**src/rtl/pms_pkg.sv**
```systemverilog
package pms_pkg;
   typedef enum logic [2:0] {
      PM_ACTIVE = 3'd0,
      PM_SUBACT = 3'd1,
      PM_SLEEP  = 3'd2,
      PM_SUBSLP = 3'd3,
      PM_STBY   = 3'd4
   } pm_mode_e;

   typedef enum logic [1:0] {
      TGT_SLEEP  = 2'd0,
      TGT_SUBSLP = 2'd1,
      TGT_STBY   = 2'd2,
      TGT_RSVD   = 2'd3
   } pm_target_e;
endpackage

```
**src/rtl/pms_wake_qual.sv**
```systemverilog
module pms_wake_qual #(
   parameter int NUM_IRQ = 8
) (
   input  logic [NUM_IRQ-1:0] irq_req,
   input  logic [NUM_IRQ-1:0] irq_en,
   input  logic               irq_mask,
   output logic               wake
);
   logic [NUM_IRQ-1:0] live;

   genvar gi;
   generate
      for (gi = 0; gi < NUM_IRQ; gi++) begin : g_src
         assign live[gi] = irq_req[gi] & irq_en[gi];
      end
   endgenerate

   assign wake = (|live) & ~irq_mask;
endmodule

```
**src/rtl/pms_fsm.sv**
```systemverilog
module pms_fsm
   import pms_pkg::*;
(
   input  logic       clk,
   input  logic       rst_n,
   input  logic       sleep_req,
   input  logic [1:0] mode_sel,
   input  logic       run_sub,
   input  logic       wake,
   output pm_mode_e   mode_q,
   output logic       deep_pulse,
   output logic       wake_pulse
);
   pm_mode_e nxt;
   logic     take_deep;
   logic     take_wake;

   always_comb begin
      nxt       = mode_q;
      take_deep = 1'b0;
      take_wake = 1'b0;
      case (mode_q)
         PM_ACTIVE, PM_SUBACT: begin
            if (sleep_req) begin
               case (pm_target_e'(mode_sel))
                  TGT_SLEEP:  nxt = PM_SLEEP;
                  TGT_SUBSLP: begin
                     nxt       = PM_SUBSLP;
                     take_deep = 1'b1;
                  end
                  TGT_STBY: begin
                     nxt       = PM_STBY;
                     take_deep = 1'b1;
                  end
                  default: nxt = mode_q;
               endcase
            end
         end
         PM_SLEEP, PM_SUBSLP, PM_STBY: begin
            if (wake) begin
               nxt       = run_sub ? PM_SUBACT : PM_ACTIVE;
               take_wake = 1'b1;
            end
         end
         default: nxt = PM_ACTIVE;
      endcase
   end

   always_ff @(posedge clk or negedge rst_n) begin
      if (!rst_n) begin
         mode_q     <= PM_ACTIVE;
         deep_pulse <= 1'b0;
         wake_pulse <= 1'b0;
      end else begin
         mode_q     <= nxt;
         deep_pulse <= take_deep;
         wake_pulse <= take_wake;
      end
   end
endmodule

```
**src/rtl/pms_strobe.sv**
```systemverilog
module pms_strobe #(
   parameter int                    NUM_PERIPH = 8,
   parameter logic [NUM_PERIPH-1:0] RST_MASK   = '1
) (
   input  logic                  fire,
   output logic [NUM_PERIPH-1:0] periph_rst
);
   genvar gp;
   generate
      for (gp = 0; gp < NUM_PERIPH; gp++) begin : g_grp
         if (RST_MASK[gp]) begin : g_reset
            assign periph_rst[gp] = fire;
         end else begin : g_keep
            assign periph_rst[gp] = 1'b0;
         end
      end
   endgenerate
endmodule

```
**src/rtl/pwr_mode_seq.sv**
```systemverilog
module pwr_mode_seq
   import pms_pkg::*;
#(
   parameter int                    NUM_IRQ    = 8,
   parameter int                    DIV_W      = 3,
   parameter int                    NUM_PERIPH = 8,
   parameter logic [NUM_PERIPH-1:0] RST_MASK   = 8'h0F
) (
   input  logic                  clk,
   input  logic                  rst_n,
   input  logic                  sleep_req,
   input  logic [1:0]            mode_sel,
   input  logic                  run_sub,
   input  logic [DIV_W-1:0]      div_sel,
   input  logic [NUM_IRQ-1:0]    irq_req,
   input  logic [NUM_IRQ-1:0]    irq_en,
   input  logic                  irq_mask,
   output logic [2:0]            mode_o,
   output logic                  cpu_halt,
   output logic                  osc_en,
   output logic                  pclk_en,
   output logic [DIV_W-1:0]      pclk_div,
   output logic [NUM_PERIPH-1:0] periph_rst,
   output logic                  io_hiz,
   output logic                  wake_exc
);
   generate
      if (NUM_IRQ < 1) begin : g_bad_irq
         $error("pwr_mode_seq: NUM_IRQ must be at least 1");
      end
      if (DIV_W < 1) begin : g_bad_div
         $error("pwr_mode_seq: DIV_W must be at least 1");
      end
      if (NUM_PERIPH < 1) begin : g_bad_per
         $error("pwr_mode_seq: NUM_PERIPH must be at least 1");
      end
   endgenerate

   logic     wake;
   logic     deep_pulse;
   pm_mode_e mode_q;

   pms_wake_qual #(.NUM_IRQ(NUM_IRQ)) u_wake (
      .irq_req  (irq_req),
      .irq_en   (irq_en),
      .irq_mask (irq_mask),
      .wake     (wake)
   );

   pms_fsm u_fsm (
      .clk        (clk),
      .rst_n      (rst_n),
      .sleep_req  (sleep_req),
      .mode_sel   (mode_sel),
      .run_sub    (run_sub),
      .wake       (wake),
      .mode_q     (mode_q),
      .deep_pulse (deep_pulse),
      .wake_pulse (wake_exc)
   );

   pms_strobe #(.NUM_PERIPH(NUM_PERIPH), .RST_MASK(RST_MASK)) u_strobe (
      .fire       (deep_pulse),
      .periph_rst (periph_rst)
   );

   assign mode_o   = mode_q;
   assign cpu_halt = (mode_q == PM_SLEEP) || (mode_q == PM_SUBSLP) || (mode_q == PM_STBY);
   assign osc_en   = (mode_q == PM_ACTIVE) || (mode_q == PM_SLEEP);
   assign pclk_en  = !((mode_q == PM_SUBSLP) || (mode_q == PM_STBY));
   assign pclk_div = (mode_q == PM_SLEEP) ? div_sel : '0;
   assign io_hiz   = (mode_q == PM_STBY);
endmodule

```
**config.mk**
```make
export PLATFORM = sky130hd
export DESIGN_NAME = pwr_mode_seq
export DESIGN_NICKNAME = d
export VERILOG_FILES = /design/src/rtl/pms_pkg.sv /design/src/rtl/pms_wake_qual.sv /design/src/rtl/pms_fsm.sv /design/src/rtl/pms_strobe.sv /design/src/rtl/pwr_mode_seq.sv
export SDC_FILE = /design/constraint.sdc
export NUM_CORES = 1
export LEC_CHECK = 0
export ABC_AREA = 1
export BUFFER_PORTS_ARGS = -buffer_cell sky130_fd_sc_hd__buf_2
export CAP_MARGIN = 40
export CORE_UTILIZATION = 36
export CTS_CLUSTER_SIZE = 30
export DETAILED_ROUTE_END_ITERATION = 6
export PLACE_DENSITY = 0.82
export SETUP_SLACK_MARGIN = 0.1
export SKIP_LAST_GASP = 1
export SLEW_MARGIN = 20
export SYNTH_ARGS = -nofsm -noshare
export SYNTH_HDL_FRONTEND = slang
export SYNTH_HIERARCHICAL = 1
export SYNTH_SLANG_ARGS = --single-unit
```
**constraint.sdc**
```tcl
create_clock -name clk -period 1.6 [get_ports clk]
set_clock_uncertainty 0.15 [all_clocks]
set_input_delay 0.48 -clock clk [delete_from_list [all_inputs] [get_ports clk]]
set_output_delay 0.48 -clock clk [all_outputs]
set_load 0.01 [all_outputs]
```
Word-level counts from Yosys, hierarchy flattened
Index checks and enable logic that the tools add are counted.
{ "totals": {"reg_bits": 5, "word_cells": 45, "input_bits": 26, "out_inout_bits": 19} }
{ "op_classes": {"n_reduce_logical": 12, "bitwise_logic": 10, "n_eq_ne": 9, "n_mux": 11} }
{ "ops": {"columns": ["operator", "n"], "rows": [
  ["1-bit AND", 9],
  ["3-bit two-way mux", 3],
  ["3-bit case mux with 3 select lines", 1],
  ["8-bit OR reduction", 1],
  ["3-bit by 2-bit equality test with 1-bit output (second input constant)", 2],
  ["1-bit two-way mux", 6],
  ["3-bit case mux with 2 select lines", 1],
  ["1-bit logical OR", 4],
  ["4-bit inequality test (second input constant)", 1],
  ["2-bit OR reduction", 2],
  ["3-bit by 1-bit equality test with 1-bit output (second input constant)", 1],
  ["3-bit equality test (second input constant)", 1],
  ["3-bit logical NOT", 1],
  ["3-bit AND reduction", 1],
  ["3-bit OR reduction", 1],
  ["2-bit by 1-bit equality test with 1-bit output (second input constant)", 1],
  ["2-bit equality test (second input constant)", 1],
  ["2-bit logical NOT", 1],
  ["2-bit by 1-bit inequality test with 1-bit output (second input constant)", 1],
  ["2-bit inequality test (second input constant)", 1],
  ["1-bit logical NOT", 1],
  ["1-bit NOT", 1]
]} }

Longest topological paths before layout
Gate-level depths: netlist of run 1.
{ "depth": {"depth_word": 5, "ltp_mapped": 9, "depth_no_buf": 9} }

Hierarchy
Netlist of run 1, hierarchy kept.
{ "modules_own_cells": {"columns": ["mod", "cells_per_inst", "n_inst", "seq_area_each_um2", "area_each_um2"], "rows": [
  ["pms_fsm", 37, 1, 125.1, 302.8],
  ["pwr_mode_seq", 18, 1, 0.0, 73.8],
  ["pms_strobe", 9, 1, 0.0, 63.8],
  ["pms_wake_qual", 15, 1, 0.0, 57.6]
]} }

Worst setup path before layout of run 1
No wires, ideal clock.
{ "synth_timing": {"kind": "flip-flop to output port", "start": "register u_fsm.mode_q[0]", "end": "output port pclk_div[0]", "arrival_ns": 0.907, "required_time_ns": 0.970, "path_stages_with_launch": 4, "path_buffers": 0, "path_slack_ns": 0.063, "path_cell_list": "dfrtp_1 > nor2_2 > nand2_2 > nor2_1"} }
{ "synth_between": {"elab_chain_cells": 2} }
{ "synth_rtl": {"columns": ["item", "line_no", "rtl"], "rows": [
  ["from (decl)", "pms_fsm.sv:10", "output pm_mode_e mode_q,"],
  ["from (signal assigned)", "pms_fsm.sv:55", "mode_q <= nxt;"],
  ["3-bit by 2-bit equality test with 1-bit output", "pwr_mode_seq.sv:71", "assign pclk_div = (mode_q == PM_SLEEP) ? div_sel : '0;"],
  ["3-bit two-way mux", "pwr_mode_seq.sv:71", null],
  ["to (decl)", "pwr_mode_seq.sv:22", "output logic [DIV_W-1:0] pclk_div,"]
]} }
No other way between the ends.

Final worst setup path of run 1
{ "layout_timing": {"start": "register u_fsm.mode_q[2]", "end": "output port pclk_div[2]"} }
The elaborated chain is that of the path after synthesis.

==> results of run 1 <==
[kinds of logic (layout without fill, tap and decap cells)]
| group | after synthesis | after routing |
|---|---|---|
| buffers and inverters | 18 | 59 |
| AND/OR/NAND/NOR | 48 | 48 |
| AO/OA/AOI/OAI | 3 | 3 |
| adder cells (fa/ha/maj) | 4 | 4 |
| other | 1 | 4 |
| flip-flops | 5 | 5 |
[cells in the final DEF, fill, tap and decap left out]
cell	count
a21oi_1	1
clkbuf_4	3
dfrtp_1	2
buf_2	40
inv_2	2
nand3_2	1
buf_4	3
nand3_1	4
clkbuf_1	1
dlygate4sd3_1	1
ha_1	4
nand2_2	4
inv_1	8
nand4_1	1
nor2_1	8
dfrtp_2	3
nor2_4	2
o21ai_1	2
nand2_1	27
buf_6	1
conb_1	4
nor2_2	1
[cell usage after synthesis (all sizes together)]
| master | number | area (µm²) |
|---|---|---|
| nand2 | 31 | 124 |
| nor2 | 11 | 46.3 |
| inv | 10 | 37.5 |
| buf | 8 | 60.1 |
| dfrtp | 5 | 125 |
| nand3 | 5 | 30.0 |
| ha | 4 | 50.1 |
| o21ai | 2 | 10.0 |
| a21oi | 1 | 5.00 |
| conb | 1 | 3.75 |
| nand4 | 1 | 6.26 |
[flip-flops by register name, summed over array words and instances, names as in the netlist]
signal and cells:
u_fsm/mode_q 3, u_fsm/deep_pulse 1, u_fsm/wake_pulse 1
[routing by layer]
layer / track usage (%) / wire length [µm] / vias to the layer above
met3: 3.47 / 48 / 2
met5: 0 / 0 / -
li1: - / - / 315
met2: 29.6 / 600 / 17
met4: 10.3 / 14 / 0
met1: 16.1 / 450 / 255
[power groups by stage]
stage / combinational [mW] / clock (mW) / sequential, mW
6_report: 0.728 / 0.141 / 0.261
5_1_grt: 0.831 / 0.152 / 0.270
4_1_cts: 0.667 / 0.146 / 0.260
3_5_place_dp: 0.591 / 0 / 0.272
3_3_place_gp: 0.575 / 0 / 0.269
2_1_floorplan: 0.396 / 0 / 0.281
[worst min-delay path, stage by stage]
cell and delay, ps:
buf_2 120, nand2_1 50, nor2_1 40
[final timing paths]
kind | slack, ps | end | startpoint | cells after the start
min in group asynchronous | 430 | u_fsm/deep_pulse$_DFF_PN0_ | rst_n | 2
hold reg to reg | 530 | u_fsm/mode_q[0]$_DFFE_PN0P_ | u_fsm/mode_q[0]$_DFFE_PN0P_ | 3
max in group asynchronous | 730 | u_fsm/mode_q[0]$_DFFE_PN0P_ | rst_n | 2
setup / recovery | -120 | pclk_div[2] | u_fsm/mode_q[2]$_DFFE_PN0P_ | 4
setup reg to reg | 180 | u_fsm/mode_q[0]$_DFFE_PN0P_ | u_fsm/mode_q[2]$_DFFE_PN0P_ | 7
hold / removal | 350 | u_fsm/deep_pulse$_DFF_PN0_ | sleep_req | 3
[per-stage QoR]
stage	hold slack, ps	power [mW]	worst slack (ps)	area, µm²
after floorplan	34.4	0.678	92.7	514
after global placement	143	0.844	113	673
after detailed placement	145	0.863	93.6	673
after CTS	343	1.07	-111	736
after global routing	355	1.25	-199	757
final	354	1.13	-122	757
[cell type report]
class / count / area (µm²) / share of cell area [%]
Multi-Input combinational cell: 59 / 302 / 39.8
Timing Repair Buffer: 45 / 244 / 32.2
Sequential cell: 5 / 129 / 17.0
Inverter: 10 / 37.5 / 4.96
Clock buffer: 4 / 26.3 / 3.47
Tap cell: 15 / 18.8 / 2.48
[repair_timing]
action / in CTS / in global routing
resized for setup: 4 / 5
pin swaps: 3 / 2
gates cloned: 0 / 0
setup buffers: 3 / 1
setup endpoints to repair: 10 / 10
hold buffers: 1 / 0
endpoints found under the hold margin: 5 / 0
==> run summary, run 1 <==
Insertion delay to the later sink of the worst-skew pair = 230 ps
CP cell instances = nor2_4 -> nand2_2 -> nor2_1 -> buf_2
Final hold violations = 0
Final worst slack = -122 ps
CP Capture Type = primary output
RSZ-0062 raised after global routing = yes
Full die area = 1540 µm²
Mux cell area share after synthesis = 0%
Switch Pwr = 0.525 mW
Adder-Cell Fraction of Synth Area = 10.1%
Initial antenna violation count = 0
ANT nets after route = 0
Pint = 0.605 mW
Inst Count DP = 129
N_diodes = 0
Core Rows = 13
CP Launch Type = register
Largest net degree at the start of global routing = 8
Die X = 39.2 µm
Delay of the slowest cell on the worst path = 450 ps
Area delta synth->final = 52.0%
Ports = 45
Post-Synth Simple-Gate Area = 41.5%
Crit Path Category = reg2out
Critical path fanouts, max = 5
Die H = 39.2 µm
Sequential group share of total power = 23.1%
First-pass GRT wire length = 1670 µm
DR iter-0 viols = 6
Layout fillers = 128
Worst EP arrival = 1090 ps
Number of global-route vias before repair = 469
CP top delay family = flip-flops
CP required = 970 ps
Routed WL per cell = 8.07 µm
Unique masters post-synth = 16
Max-cap check violation count = 0
Post-synthesis cell count = 79
CP bufs+invs = 1
Vias/cell = 4.27
Residual DRC count = 0
Number of port buffers = 40
Gpl congestion = 0.814
Power per cell area = 1490 nW/µm²
Yosys synthesis warning count = 6
Cts bufs inserted = 3
Share of cells above drive strength 1 = 48.8%
Part of the power in the clock network = 12.5%
Pre-antenna DRT Iters = 3
CTS tree = done
# clock sinks = 5
Starting Density = 38.3%
Clk slew on worst S/H paths = 40 ps
Mean Syn Cell Area = 6.30 µm²
CTS root buffer = clkbuf_4
Total grt overflow = 0
Bufs on Longest Clock Path = 2
Yosys reg bits = 5
Final period util = 108%
Leakage power figure = 0.506 nW
Largest family of logic cells by synthesized area = simple AND/OR/NAND/NOR gates
Cell Area, Synth = 498 µm²
Routed via count = 589
Sw frac = 46.5%
Setup TNS = -571 ps
F_max = 581 MHz
Total GRT Usage = 16.2%
Critical Path Slowest Stage Cell = dfrtp_2
Final core occ = 58.2%
Compound-Gate Fraction of Synth Area = 3.02%
Routed WL = 1110 µm
Max VDD drop = 0.454 mV
Slew Limit Fails = 0
Placed wire-length estimate = 876 µm
Post-Layout Cell Count = 138
Hold Path Class = in2reg
Htree depth = 1
NumNets Final = 154
Combinational share of power = 64.4%
# setup viols final = 6
Xor/xnor cell area share of the yosys netlist = 0%
Core area = 1300 µm²
Status = complete, but fails checks
Fin crit period = 1720 ps
Failing checks = setup timing
Register area share after synthesis = 25.1%
Power figures use the tool's default switching activity.
==> inputs of run 2 (changes only) <==
--- a/config.mk
+++ b/config.mk
@@ -8,10 +8,11 @@
 export ABC_AREA = 1
 export BUFFER_PORTS_ARGS = -buffer_cell sky130_fd_sc_hd__buf_2
 export CAP_MARGIN = 40
+export CORE_MARGIN = 1
 export CORE_UTILIZATION = 36
 export CTS_CLUSTER_SIZE = 30
 export DETAILED_ROUTE_END_ITERATION = 6
-export PLACE_DENSITY = 0.82
+export PLACE_DENSITY = 0.81
 export SETUP_SLACK_MARGIN = 0.1
 export SKIP_LAST_GASP = 1
 export SLEW_MARGIN = 20
==> constraint.sdc (replaced) <==
create_clock -name clk -period 1.98 [get_ports clk]
set_clock_uncertainty 0.15 [all_clocks]
set_input_delay 0.594 -clock clk [delete_from_list [all_inputs] [get_ports clk]]
set_output_delay 0.594 -clock clk [all_outputs]
set_load 0.01 [all_outputs]
==> run summary, run 2 (synthesis results as in run 1) <==
CTS tree = done
Core area = 1300 µm² (unchanged)
Part of the power in the clock network = 13.5% (+1.0 points)
Vias/cell = 4.40 (+3.0%)
Die X = 39.2 µm (unchanged)
Leakage power figure = 0.494 nW (-2.3%)
F_max = 535 MHz
CP bufs+invs = 1 (unchanged)
First-pass GRT wire length = 1510 µm (-9.5%)
Full die area = 1540 µm² (unchanged)
Setup TNS = 0 ps (+571 ps)
Cts bufs inserted = 3 (unchanged)
Share of cells above drive strength 1 = 47.9% (-0.85 points)
CP cell instances = nor2_4 -> nand2_2 -> nor2_1 -> buf_2
Sequential group share of total power = 26.2% (+3.1 points)
CP required = 1240 ps (+270 ps)
Htree depth = 1 (unchanged)
NumNets Final = 152 (-1.3%)
# clock sinks = 5 (unchanged)
Final hold violations = 0 (unchanged)
Final period util = 94.4%
DR iter-0 viols = 15 (+9)
Die H = 39.2 µm (unchanged)
Max FFs per register = 3 (unchanged)
Starting Density = 38.3% (unchanged)
Total grt overflow = 0 (unchanged)
N_diodes = 0 (unchanged)
Most flop-heavy register = u_fsm/mode_q
# setup viols final = 0 (-6)
Register area = 129 µm² (unchanged)
Most common cell after layout, fill and taps aside = buf_2
Insertion delay to the later sink of the worst-skew pair = 240 ps (about the same)
Number of global-route vias before repair = 449 (-4.3%)
Status = finished, final reports clean
Residual DRC count = 0 (unchanged)
Slew Limit Fails = 0 (unchanged)
Delay of the slowest cell on the worst path = 470 ps (+20 ps)
Pint = 0.455 mW (-25%)
Largest registers = u_fsm/mode_q (3), u_fsm/deep_pulse (1), u_fsm/wake_pulse (1)
Initial antenna violation count = 0 (unchanged)
CP Capture Type = primary output
Ports = 45 (unchanged)
Clk slew on worst S/H paths = 40 ps (about the same)
Multi-input gate area = 299 µm² (-0.83%)
Worst EP arrival = 1120 ps (+30 ps)
Core Rows = 13 (unchanged)
Area delta synth->final = 47.7%
Critical path fanouts, max = 7 (+2)
Final core occ = 56.5% (-1.6 points)
Switch Pwr = 0.427 mW (-19%)
Routed WL per cell = 8.39 µm (+4.0%)
Crit Path Category = reg2out
Largest net degree at the start of global routing = 10 (+2)
Max-cap check violation count = 0 (unchanged)
Total GRT Usage = 15.4% (-0.76 points)
Most frequent cells in the layout = 40 x buf_2, 27 x nand2_1, 9 x inv_1
Power per cell area = 1200 nW/µm² (-20%)
CTS root buffer = clkbuf_4
RSZ-0062 raised after global routing = yes
Number of port buffers = 40 (unchanged)
Layout fillers = 138 (+7.8%)
Critical Path Slowest Stage Cell = dfrtp_2
Gpl congestion = 0.723 (-11%)
Routed WL = 1140 µm (+2.5%)
CP top delay family = flip-flops
ANT nets after route = 0 (unchanged)
Pre-antenna DRT Iters = 4 (+1)
Combinational share of power = 60.3% (-4.1 points)
Hold Path Class = reg2reg
Bufs on Longest Clock Path = 2 (unchanged)
Fin crit period = 1870 ps
Max VDD drop = 0.434 mV (-4.4%)
Routed via count = 598 (+1.5%)
Sw frac = 48.4% (+2.0 points)
CP Launch Type = register
Placed wire-length estimate = 826 µm (-5.7%)
-- run 2: cell type report --
class | count | area share [%]
clock buffers | 4 | 3.57
inverters | 10 | 5.10
multi-input cells | 59 | 40.6
flip-flops and latches | 5 | 17.5
well taps | 15 | 2.55
repair buffers | 43 | 30.6
-- run 2: per-stage QoR --
| step | hold WS, ps | cell area (µm²) | power [mW] | worst slack [ps] | instances |
|---|---|---|---|---|---|
| floorplan | 148 | 509 | 0.536 | 329 | 82 |
| global route | 477 | 736 | 0.976 | 37.4 | 136 |
| detailed placement | 260 | 668 | 0.685 | 324 | 129 |
| global placement | 256 | 668 | 0.669 | 337 | 129 |
| finish | 460 | 736 | 0.883 | 112 | 136 |
| CTS | 420 | 708 | 0.819 | 110 | 134 |
-- run 2: metal layers --
layer  GRT usage (%)  vias up  part of all wire (%)
met1            12.9      246                    38
met2            27.9       38                    51
met3            3.47        4                   8.0
met5               0        -                     0
met4            16.4        0                   3.2
li1                -      310                     -
-- run 2: power groups by stage --
| stage | Clock [mW] | Combinational [mW] | Sequential, mW |
|---|---|---|---|
| final | 0.119 | 0.532 | 0.232 |
| after global routing | 0.129 | 0.608 | 0.240 |
| after CTS | 0.122 | 0.477 | 0.220 |
| after detailed placement | 0 | 0.471 | 0.214 |
| after global placement | 0 | 0.459 | 0.211 |
| after floorplan | 0 | 0.315 | 0.221 |
-- run 2: final timing paths --
check | cells past startpoint | slack (ps) | start | end
max | 4 | 110 | u_fsm/mode_q[2]$_DFFE_PN0P_ | pclk_div[0]
min | 2 | 460 | u_fsm/mode_q[0]$_DFFE_PN0P_ | u_fsm/mode_q[0]$_DFFE_PN0P_
max reg2reg | 6 | 550 | u_fsm/mode_q[1]$_DFFE_PN0P_ | u_fsm/mode_q[2]$_DFFE_PN0P_
min reg2reg | 2 | 460 | u_fsm/mode_q[0]$_DFFE_PN0P_ | u_fsm/mode_q[0]$_DFFE_PN0P_
max in group asynchronous | 2 | 1000 | rst_n | u_fsm/mode_q[0]$_DFFE_PN0P_
min in group asynchronous | 2 | 540 | rst_n | u_fsm/mode_q[1]$_DFFE_PN0P_
-- run 2: repair_timing --
action | in CTS | in global routing
resized for setup | 3 | 4
setup endpoints to repair | 5 | 5
hold buffers | 1 | 0
hold endpoints to repair | 3 | 0
pin swaps | 0 | 2
buffers inserted | 0 | 2
-- run 2: worst reg2reg max path: stages (launching register included) --
cell and delay [ps]:
dfrtp_2 460, buf_4 160, o21ai_1 220, nand3_2 140
nand2_2 100, nand2_1 70, nand2_1 60
